$ cat config.mk
export PLATFORM = sky130hd
export DESIGN_NAME = tamper_zeroize
export DESIGN_NICKNAME = d
export VERILOG_FILES = /design/src/rtl/tz_pkg.sv /design/src/rtl/tz_sync.sv /design/src/rtl/tz_qualify.sv /design/src/rtl/tz_sequencer.sv /design/src/rtl/tamper_zeroize.sv
export SDC_FILE = /design/constraint.sdc
export NUM_CORES = 1
export LEC_CHECK = 0
export ABC_AREA = 0
export CAP_MARGIN = 10
export CORE_MARGIN = 2
export CORE_UTILIZATION = 45
export DETAILED_ROUTE_END_ITERATION = 8
export GPL_ROUTABILITY_DRIVEN = 0
export MAX_ROUTING_LAYER = met4
export PLACE_DENSITY = 0.68
export SYNTH_ARGS = -nofsm -noshare
export SYNTH_HDL_FRONTEND = slang
export SYNTH_HIERARCHICAL = 1
export SYNTH_SLANG_ARGS = --single-unit
export TNS_END_PERCENT = 30
$ cat constraint.sdc
create_clock -name clk_s -period 2.5 [get_ports clk_s]
set_input_delay 0.5 -clock clk_s [delete_from_list [all_inputs] [get_ports clk_s]]
set_output_delay 0.5 -clock clk_s [all_outputs]
set_load 0.01 [all_outputs]
$ cat src/rtl/tz_pkg.sv
package tz_pkg;

    typedef enum logic [1:0] {
        ST_IDLE  = 2'd0,
        ST_ERASE = 2'd1,
        ST_CUT   = 2'd2,
        ST_DONE  = 2'd3
    } tz_state_e;

endpackage

$ cat src/rtl/tz_sync.sv
module tz_sync #(
    parameter int STAGES = 2
) (
    input  logic clk_s,
    input  logic rst_n,
    input  logic async_i,
    output logic level_o
);

    logic [STAGES-1:0] chain_q;

    genvar g;
    generate
        for (g = 0; g < STAGES; g++) begin : g_stage
            if (g == 0) begin : g_first
                always_ff @(posedge clk_s or negedge rst_n) begin
                    if (!rst_n) chain_q[0] <= 1'b0;
                    else        chain_q[0] <= async_i;
                end
            end else begin : g_rest
                always_ff @(posedge clk_s or negedge rst_n) begin
                    if (!rst_n) chain_q[g] <= 1'b0;
                    else        chain_q[g] <= chain_q[g-1];
                end
            end
        end
    endgenerate

    assign level_o = chain_q[STAGES-1];

endmodule

$ cat src/rtl/tz_qualify.sv
module tz_qualify #(
    parameter int QUAL_CYCLES = 6
) (
    input  logic clk_s,
    input  logic rst_n,
    input  logic level_i,
    output logic qualified_o
);

    localparam int CW = $clog2(QUAL_CYCLES + 1);
    localparam logic [CW-1:0] TERMINAL = CW'(QUAL_CYCLES);

    logic [CW-1:0] run_q;

    // Saturating run-length counter; any low sample restarts it.
    always_ff @(posedge clk_s or negedge rst_n) begin
        if (!rst_n) begin
            run_q <= '0;
        end else if (!level_i) begin
            run_q <= '0;
        end else if (run_q != TERMINAL) begin
            run_q <= run_q + 1'b1;
        end
    end

    assign qualified_o = (run_q == TERMINAL);

    // a low sample always empties the run counter
    p_restart_r4: assert property (@(posedge clk_s) disable iff (!rst_n)
        !level_i |=> (run_q == '0));

    // qualification is only reached after a high sample
    p_no_early_trip_r3: assert property (@(posedge clk_s) disable iff (!rst_n)
        qualified_o |-> $past(level_i));

endmodule

$ cat src/rtl/tz_sequencer.sv
module tz_sequencer
    import tz_pkg::*;
#(
    parameter int KEY_WORDS  = 8,
    parameter int VEC_WORDS  = 16,
    parameter int CUT_CYCLES = 5,
    localparam int TOTAL     = KEY_WORDS + VEC_WORDS,
    localparam int AW        = $clog2(TOTAL)
) (
    input  logic          clk_s,
    input  logic          rst_n,
    input  logic          qualified_i,
    output logic          wipe_we,
    output logic [AW-1:0] wipe_addr,
    output logic          rail_cut,
    output logic          wipe_done
);

    localparam int CW = $clog2(CUT_CYCLES + 1);
    localparam logic [AW-1:0] LAST_ADDR = AW'(TOTAL - 1);
    localparam logic [CW-1:0] CUT_LAST  = CW'(CUT_CYCLES - 1);

    tz_state_e     state_q, state_d;
    logic [AW-1:0] addr_q;
    logic [CW-1:0] cut_q;

    // State register
    always_ff @(posedge clk_s or negedge rst_n) begin
        if (!rst_n) state_q <= ST_IDLE;
        else        state_q <= state_d;
    end

    // Next-state logic
    always_comb begin
        state_d = state_q;
        unique case (state_q)
            ST_IDLE:  if (qualified_i)            state_d = ST_ERASE;
            ST_ERASE: if (addr_q == LAST_ADDR)    state_d = ST_CUT;
            ST_CUT:   if (cut_q == CUT_LAST)      state_d = ST_DONE;
            ST_DONE:                              state_d = ST_DONE;
        endcase
    end

    // Walking address and cut timer
    always_ff @(posedge clk_s or negedge rst_n) begin
        if (!rst_n) begin
            addr_q <= '0;
            cut_q  <= '0;
        end else begin
            if (state_q == ST_ERASE && addr_q != LAST_ADDR) addr_q <= addr_q + 1'b1;
            else if (state_q == ST_IDLE)                    addr_q <= '0;
            if (state_q == ST_CUT) cut_q <= cut_q + 1'b1;
            else                   cut_q <= '0;
        end
    end

    // Outputs
    always_comb begin
        wipe_we   = 1'b0;
        rail_cut  = 1'b0;
        wipe_done = 1'b0;
        unique case (state_q)
            ST_IDLE:  ;
            ST_ERASE: wipe_we   = 1'b1;
            ST_CUT:   rail_cut  = 1'b1;
            ST_DONE:  wipe_done = 1'b1;
        endcase
        wipe_addr = addr_q;
    end

    p_outputs_exclusive_r6: assert property (@(posedge clk_s) disable iff (!rst_n)
        $onehot0({wipe_we, rail_cut, wipe_done}));

    p_addr_step_r5: assert property (@(posedge clk_s) disable iff (!rst_n)
        wipe_we |=> (!wipe_we || wipe_addr == $past(wipe_addr) + 1'b1));

    p_cut_after_erase_r6: assert property (@(posedge clk_s) disable iff (!rst_n)
        $rose(rail_cut) |-> ($past(wipe_we) && $past(wipe_addr) == LAST_ADDR));

    p_done_sticky_r7: assert property (@(posedge clk_s) disable iff (!rst_n)
        wipe_done |=> wipe_done);

    p_no_abort_r8: assert property (@(posedge clk_s) disable iff (!rst_n)
        (state_q != ST_IDLE) |=> (state_q != ST_IDLE));

endmodule

$ cat src/rtl/tamper_zeroize.sv
module tamper_zeroize #(
    parameter int SYNC_STAGES = 2,
    parameter int QUAL_CYCLES = 6,
    parameter int KEY_WORDS   = 8,
    parameter int VEC_WORDS   = 16,
    parameter int CUT_CYCLES  = 5,
    localparam int AW         = $clog2(KEY_WORDS + VEC_WORDS)
) (
    input  logic          clk_s,
    input  logic          rst_n,
    input  logic          tamper_in,
    output logic          wipe_we,
    output logic [AW-1:0] wipe_addr,
    output logic          rail_cut,
    output logic          wipe_done
);

    logic level;
    logic qualified;

    tz_sync #(.STAGES(SYNC_STAGES)) u_sync (
        .clk_s   (clk_s),
        .rst_n   (rst_n),
        .async_i (tamper_in),
        .level_o (level)
    );

    tz_qualify #(.QUAL_CYCLES(QUAL_CYCLES)) u_qual (
        .clk_s       (clk_s),
        .rst_n       (rst_n),
        .level_i     (level),
        .qualified_o (qualified)
    );

    tz_sequencer #(
        .KEY_WORDS  (KEY_WORDS),
        .VEC_WORDS  (VEC_WORDS),
        .CUT_CYCLES (CUT_CYCLES)
    ) u_seq (
        .clk_s       (clk_s),
        .rst_n       (rst_n),
        .qualified_i (qualified),
        .wipe_we     (wipe_we),
        .wipe_addr   (wipe_addr),
        .rail_cut    (rail_cut),
        .wipe_done   (wipe_done)
    );

    // the erase only begins one edge after the input has qualified
    p_start_r2: assert property (@(posedge clk_s) disable iff (!rst_n)
        $rose(wipe_we) |-> $past(qualified));

endmodule

-- Word-level counts from Yosys, hierarchy flattened
Index checks and enable logic that the tools add are counted.
- flip-flop bits (word level): 15
- input bits: 3
- eq/ne operators: 12
- mux-type cells: 12
- reduce and logical (&&, ||, !) cells: 4
- add/sub/neg operators: 3
- operators with widths (cell ; number):
    5-bit two-way mux ; 2
    3-bit two-way mux ; 3
    2-bit case mux with 4 select lines ; 1
    3-bit by 1-bit adder with 3-bit output (second input constant) ; 2
    3-bit equality test (second input constant) ; 2
    2-bit two-way mux ; 3
    2-bit by 1-bit inequality test with 1-bit output (second input constant) ; 3
    5-bit by 1-bit adder with 5-bit output (second input constant) ; 1
    5-bit equality test (second input constant) ; 1
    5-bit inequality test (second input constant) ; 1
    2-bit equality test (second input constant) ; 2
    1-bit two-way mux ; 3
    3-bit inequality test (second input constant) ; 1
    3-bit AND reduction ; 1
    2-bit by 1-bit equality test with 1-bit output (second input constant) ; 1
    2-bit logical NOT ; 1
    2-bit inequality test (second input constant) ; 1
    2-bit nonzero test ; 1
    1-bit logical AND ; 1

-- Logic depth before layout (Yosys ltp)
Gate-level depths: netlist of run 1.
- depth after elaboration: 3
- mapped depth: 5
- gate-level depth less buffers: 5

-- Hierarchy
Netlist of run 1, hierarchy kept.
- modules (own cells, without submodules) (module ; times used ; area each (um^2) ; seq. area each (um^2) ; cells an instance):
    tz_sequencer ; 1 ; 511.7 ; 250.2 ; 50
    tz_qualify ; 1 ; 170.2 ; 75.1 ; 16
    tz_sync ; 1 ; 50.0 ; 50.0 ; 2

-- Worst setup path after synthesis of run 1
OpenSTA, ideal clock, no wires.
- path type: register -> register
- start: register u_seq.addr_q[0] (netlist: u_seq/wipe_addr[0])
- end: register u_seq.addr_q[0] (netlist: u_seq/wipe_addr[0])
- slack: 1.117 ns
- data arrival time: 1.262 ns
- cell stages (with the launch flop): 5
- path buffers: 0
- cell sequence: dfrtp_1 ha_1 and4b_4 a21o_1 a22o_1
- word-level cells in the longest chain between the ends: 3
- elaborated cells between the ends (all ways): 5
- those cells by class: add/sub (1); eq/ne (1); mux (1); reduce/logical (2)
- RTL lines (element ; RTL line ; RTL):
    from (decl) ; tz_sequencer.sv:24 ; logic [AW-1:0] addr_q;
    from (signal assigned) ; tz_sequencer.sv:50 ; if (state_q == ST_ERASE && addr_q != LAST_ADDR) addr_q <= addr_q + 1'b1;
    parallel branches: the longest is 3 deep, another holds 5-bit by 1-bit adder with 5-bit output ; n/a ;
Several ways; the timed one is not identified.
A chain may end at the register's enable or synchronous reset.

-- Final worst setup path of run 1
- start: register u_seq.state_q[1]
- end: output rail_cut
- word-level cells in the longest chain between the ends: 2
- RTL lines (element ; RTL line ; RTL):
    from (decl) ; tz_sequencer.sv:23 ; tz_state_e state_q, state_d;
    from (signal assigned) ; tz_sequencer.sv:30 ; else state_q <= state_d;
    2-bit equality test ; tz_sequencer.sv:62 ; unique case (state_q)
    1-bit two-way mux ; tz_sequencer.sv:62 ;
    to (decl) ; tamper_zeroize.sv:14 ; output logic rail_cut,
Every way passes these cells.

==> flow_summary.ini, run 1 <==
[drt]
post_drt_via_cell_ratio = 5.47
drt_iter0_markers = 9
drt-wirelength-per-cell_um = 12.2
drc_errors = 0
postRouteAntennaNets = 0
drt_pre_antenna_iters = 4
wl_mm = 1.19
dr_total_vias = 531

[setup_path]
r2r_setup_slack_ns = 1.07
endpoint_kind = output pin
worstSetupPathType = reg -> out
critPathTopFamily = buffers and inverters
cpPeakStageDelay_ns = 0.61
path_buf_inv = 2
rr_worst_depth = 4
path_cells = nand2_1, inv_1, clkdlybuf4s50_1
worstReg2RegEnd = u_seq/wipe_addr[0]$_DFFE_PN0P_
cp.required_ns = 2.00
worstPathMaxFanout = 15
startpoint_type = register
r2r_start = u_seq/wipe_addr[0]$_DFFE_PN0P_
crit_arrival_ns = 1.67
crit_slowest_cell = dfrtp_1

[hold_path]
holdPathStages = 0
hp-start = u_sync/chain_q[0]$_DFF_PN0_
holdPathEnd = u_sync/level_o$_DFF_PN0_
hold_path.class = reg -> reg

[sta]
fin_setup_tns_ns = 0
final.min_clock_period_ns = 2.17
fmax_mhz = 460
maxSlewHeadroom_pct = 56.2
finalCritPeriodShare_pct = 86.9
grt_setup_unrepaired = no
tightestPinTransition_ns = 0.656
final_hold_viol_count = 0
fin_skew_ns = 0.00147
slew_viol_final = 0
setup_viol = 0

[global_route]
antenna_found_initial = 0
grt_pass1_wl_mm = 2.14
overflow = 0
grt_pass1_vias = 474
track_usage_pct = 16.6
grt_max_degree = 16

[power]
p_comb_share_pct = 25.0
p_sw_mw = 0.174
clkPwrFrac_pct = 23.9
internal_power_mw = 0.408
p_seq_share_pct = 51.1
power_density_mw_per_mm2 = 666
switching_share_pct = 29.9
irDropWorstVdd_mv = 0.454
power_leakage_nw = 0.427

[finish]
drive_above_1_share_pct = 8.64
fill_cells = 137
mostFrequentLayoutCells = dfrtp_1 (15), clkdlybuf4s50_1 (10), inv_1 (6)
multi_input_area_sq_um = 329
layout.cells.non_filler = 97
area_growth_pct = 19.3
antennaDiodeCount = 0
fin_util_pct = 57.3
num-nets-final = 90
seq_area_sq_um = 375
layout_commonest_cell = dfrtp_1

[place]
dp_cells = 93
portBuffers = 10
hpwl_um = 818

[floorplanning]
die_area_sq_mm = 0.00197
start_util_pct = 48.0
fp-row-count = 14
core-area_sq_mm = 0.00152
ios = 11
die_y_um = 44.3
die_w_um = 44.3

[clock_network]
cts_tree = done
clk_latency_ns = 0.28
cts_made_buffers = 3
post_cts_buffers = 0
cts_num_sinks = 15
cts_buffer_depth = 2
cts.clk_slew.worst_paths_ns = 0.09
cts-root-buf = clkbuf_4
cts_resized = 0
htree_levels = 1
cts-hold-fix-buffers = 0

[synthesis]
synth_warnings = 6
ys_ff_latch = 15
async_flop_share_pct = 100
synth_edf_count = 0
syn_nets = 76
synth_cell_type_count = 25
avgSynthCellArea_sq_um = 10.8
yosysSeqAreaShare_pct = 51.3
synthCells = 68
synthFlopType = dfrtp_1
mappedNetlistArea_sq_um = 732

[job]
drv_cap = 0

[status]
status = complete, no violations
## cell usage after synthesis, types with 2 or more instances
cell type	count	area, sq um
nor2b_1	2	12.5
nand2_1	4	15.0
ha_1	5	62.6
inv_1	6	22.5
nor2_1	5	18.8
nand4_1	2	12.5
o21ai_1	3	15.0
o21ai_2	2	17.5
a31oi_1	2	12.5
dfrtp_1	15	375
and2_1	2	12.5
nand2b_1	3	18.8
mux2i_1	3	30.0
nand3_1	3	15.0
## metal layers
metal  wire [um]  global-route usage, %  vias up  part of all wire [%]
met1         593                   22.6      256                    50
met3          37                   3.67        4                   3.1
met2         507                   20.3        8                    43
met4          47                   14.5        0                   4.0
met5           0                      -        -                     0
li1            -                      -      263                     -
## registers in the layout, indices dropped and copies added, names as in the netlist
register         flops
u_sync/chain_q       1
u_seq/state_q        2
u_sync/level_o       1
u_seq/cut_q          3
u_qual/run_q         3
u_seq/wipe_addr      5
## layout make-up
| cell class | count | area share [%] |
|---|---|---|
| Clock buffer | 4 | 3.01 |
| Sequential cell | 15 | 43.0 |
| Timing Repair Buffer | 10 | 11.5 |
| Tap cell | 16 | 2.29 |
| Multi-Input combinational cell | 46 | 37.7 |
| Inverter | 6 | 2.58 |
## power groups by stage
stage / sequential, mW / clock (mW) / combinational [mW]
after floorplan: 0.304 / 0 / 0.0765
after detailed placement: 0.302 / 0 / 0.145
after global routing: 0.303 / 0.156 / 0.167
after global placement: 0.301 / 0 / 0.145
final: 0.298 / 0.139 / 0.145
after CTS: 0.297 / 0.146 / 0.146
## worst max-delay path by stage
stage	cells after the start	startpoint	endpoint	slack (ns)
5_1_grt	3	u_seq/state_q[1]$_DFFE_PN0P_	rail_cut	0.22
3_3_place_gp	3	u_seq/state_q[1]$_DFFE_PN0P_	rail_cut	0.69
3_5_place_dp	3	u_seq/state_q[1]$_DFFE_PN0P_	rail_cut	0.65
2_1_floorplan	4	u_seq/wipe_addr[0]$_DFFE_PN0P_	u_seq/wipe_addr[0]$_DFFE_PN0P_	1.12
4_1_cts	3	u_seq/state_q[1]$_DFFE_PN0P_	rail_cut	0.32
6_report	3	u_seq/state_q[1]$_DFFE_PN0P_	rail_cut	0.33
## cells by family (layout without fill, tap and decap cells)
kind of cell,count (synthesis),in the layout,synth area share (%)
AOI/OAI and AO/OA,12,12,11.8
xor gates and xnor gates,1,1,1.20
adders and majority gates,5,5,8.55
buffers and inverters,7,20,3.76
DFF,15,15,51.3
muxes,3,3,4.10
and+or+nand+nor,25,25,19.3
## per-stage QoR
stage               setup WS [ns]  power, mW  area, sq um  hold WS [ns]
floorplan                    1.12      0.381          732         0.204
global placement            0.686      0.446          847         0.334
finish                      0.327      0.582          873         0.355
CTS                         0.322      0.590          873         0.359
detailed placement          0.649      0.448          847         0.339
global route                0.217      0.626          873         0.363
## worst register-to-register path: stages (launching register included)
cell and delay, ns:
dfrtp_1 0.43, ha_1 0.27, and4b_4 0.21, a21o_1 0.19, a22o_1 0.23
Power figures use the tool's default switching activity.
==> inputs of run 2 (changes only) <==
--- a/config.mk
+++ b/config.mk
@@ -5,7 +5,6 @@
 export SDC_FILE = /design/constraint.sdc
 export NUM_CORES = 1
 export LEC_CHECK = 0
-export ABC_AREA = 0
 export CAP_MARGIN = 10
 export CORE_MARGIN = 2
 export CORE_UTILIZATION = 45
==> results of run 2 <==
No change in the layout: final DEF, timing and power equal those of run 1.
==> inputs of run 3 (changes only) <==
--- a/config.mk
+++ b/config.mk
@@ -5,13 +5,13 @@
 export SDC_FILE = /design/constraint.sdc
 export NUM_CORES = 1
 export LEC_CHECK = 0
+export ABC_AREA = 0
 export CAP_MARGIN = 10
 export CORE_MARGIN = 2
-export CORE_UTILIZATION = 45
+export CORE_UTILIZATION = 35
 export DETAILED_ROUTE_END_ITERATION = 8
 export GPL_ROUTABILITY_DRIVEN = 0
 export MAX_ROUTING_LAYER = met4
-export PLACE_DENSITY = 0.68
 export SYNTH_ARGS = -nofsm -noshare
 export SYNTH_HDL_FRONTEND = slang
 export SYNTH_HIERARCHICAL = 1
==> run 3 against run 2 <==
  * Non-clock buffer count stayed put
  * Register-to-register slack hardly changed
  * Combinational power hardly changed
  * Critical path depth stayed put
  * Design area is 1.7% higher
  * Largest power group unchanged
  * Clock power is 4% lower
  * Setup slack better by 0.032 ns
  * First-iteration DRC count is 78% higher
  * Wire length is 1.9% lower
  * Fmax is 1.5% higher
  * Sequential power hardly changed
  * Final cell count is 11% higher
  * Largest cell class unchanged
==> flow_summary.ini, run 3 (synthesis results as in run 1) <==
[setup_path]
worstPathMaxFanout = 15
cp.required_ns = 2.00
startpoint_type = register
crit_slowest_cell = dfrtp_1
worstSetupPathType = reg -> out
crit_arrival_ns = 1.64
cpPeakStageDelay_ns = 0.58
endpoint_kind = output pin
path_cells = nand2_1, inv_1, clkdlybuf4s50_1

[finish]
largest_register_ffs = 5
num-nets-final = 90
antennaDiodeCount = 0
area_growth_pct = 21.4
drive_above_1_share_pct = 9.88
fill_cells = 208
seq_area_sq_um = 375
final_cell_area_sq_um = 888
layout_commonest_cell = dfrtp_1
multi_input_area_sq_um = 329
mostFrequentLayoutCells = dfrtp_1 (15), clkdlybuf4s50_1 (10), inv_1 (6)

[floorplanning]
core-area_sq_mm = 0.00196
die_area_sq_mm = 0.00247
fp-row-count = 16
die_y_um = 49.7
ios = 11
start_util_pct = 37.3
die_w_um = 49.7

[sta]
slew_viol_final = 0
setup_slack_ns = 0.359
final.min_clock_period_ns = 2.14
tightestPinTransition_ns = 0.661
grt_setup_unrepaired = no
setup_viol = 0
maxSlewHeadroom_pct = 55.8
fmax_mhz = 467
final_hold_viol_count = 0
finalCritPeriodShare_pct = 85.7
fin_skew_ns = 0.00110
fin_setup_tns_ns = 0

[drt]
drt-wirelength-per-cell_um = 10.8
drt_iter0_markers = 16
dr_total_vias = 540
drc_errors = 0
wl_mm = 1.16
postRouteAntennaNets = 0
drt_pre_antenna_iters = 4
post_drt_via_cell_ratio = 5.00

[clock_network]
cts_buffer_depth = 2
htree_levels = 1
cts-root-buf = clkbuf_4
cts_resized = 0
cts-hold-fix-buffers = 0
cts_tree = done
cts_num_sinks = 15
clk_latency_ns = 0.28
post_cts_buffers = 0
cts.clk_slew.worst_paths_ns = 0.09
cts_made_buffers = 3

[global_route]
grt_pass1_vias = 520
grt_pass1_wl_mm = 2.20
antenna_found_initial = 0
overflow = 0
track_usage_pct = 12.2
grt_max_degree = 16

[status]
status = complete, no violations

[hold_path]
hold_path.class = reg -> reg

[place]
hpwl_um = 872
pre_cts_ws_ns = 0.662
portBuffers = 10
place_area_sq_um = 861

[power]
irDropWorstVdd_mv = 0.325
power_density_mw_per_mm2 = 647
power_leakage_nw = 0.430

[job]
drv_cap = 0
-- run 3: area by class of cell --
class | instances | area share, %
well taps | 27 | 3.80
clock buffers | 3 | 2.54
inverters | 6 | 2.54
multi-input cells | 46 | 37.0
flip-flops and latches | 15 | 42.3
repair buffers | 10 | 11.3
clock inverters | 1 | 0.563
-- run 3: per-stage QoR --
stage / hold slack [ns] / std cells / power (mW) / util [%]
after floorplan: 0.204 / 68 / 0.381 / -
after global placement: 0.332 / 104 / 0.446 / 43.9
after detailed placement: 0.336 / 104 / 0.448 / 43.9
after CTS: 0.357 / 108 / 0.587 / 45.3
after global routing: 0.378 / 108 / 0.618 / 45.3
final: 0.353 / 108 / 0.575 / 45.3
-- run 3: worst paths after layout --
kind / start / to / slack, ns / cells after the start
min in group asynchronous: rst_n / u_qual/run_q[2]$_DFFE_PN0P_ / 0.62 / 1
hold reg to reg: u_sync/chain_q[0]$_DFF_PN0_ / u_sync/level_o$_DFF_PN0_ / 0.35 / 0
setup / recovery: u_seq/state_q[1]$_DFFE_PN0P_ / rail_cut / 0.36 / 3
hold / removal: u_sync/chain_q[0]$_DFF_PN0_ / u_sync/level_o$_DFF_PN0_ / 0.35 / 0
setup reg to reg: u_seq/wipe_addr[0]$_DFFE_PN0P_ / u_seq/wipe_addr[0]$_DFFE_PN0P_ / 1.06 / 4
max in group asynchronous: rst_n / u_seq/cut_q[1]$_DFF_PN0_ / 1.46 / 1
-- run 3: metal layers --
metal	global-route usage [%]	vias up	wire length, um
met2	17.8	14	517
met1	15.3	257	553
met3	2.12	4	62
met5	-	-	0
li1	-	265	-
met4	8.33	0	29
-- run 3: critical path, delay by kind of cell, from the launching register on --
kind | cells | cell delay, ns
flops | 1 | 0.58
buf+inv | 2 | 0.62
simple gates | 1 | 0.16
-- run 3: where the power goes --
part,total (mW),internal [mW],switching [mW]
combinational,0.144,0.0770,0.0672
clock,0.134,0.0593,0.0742
sequential,0.297,0.269,0.0278
total,0.575,0.405,0.169
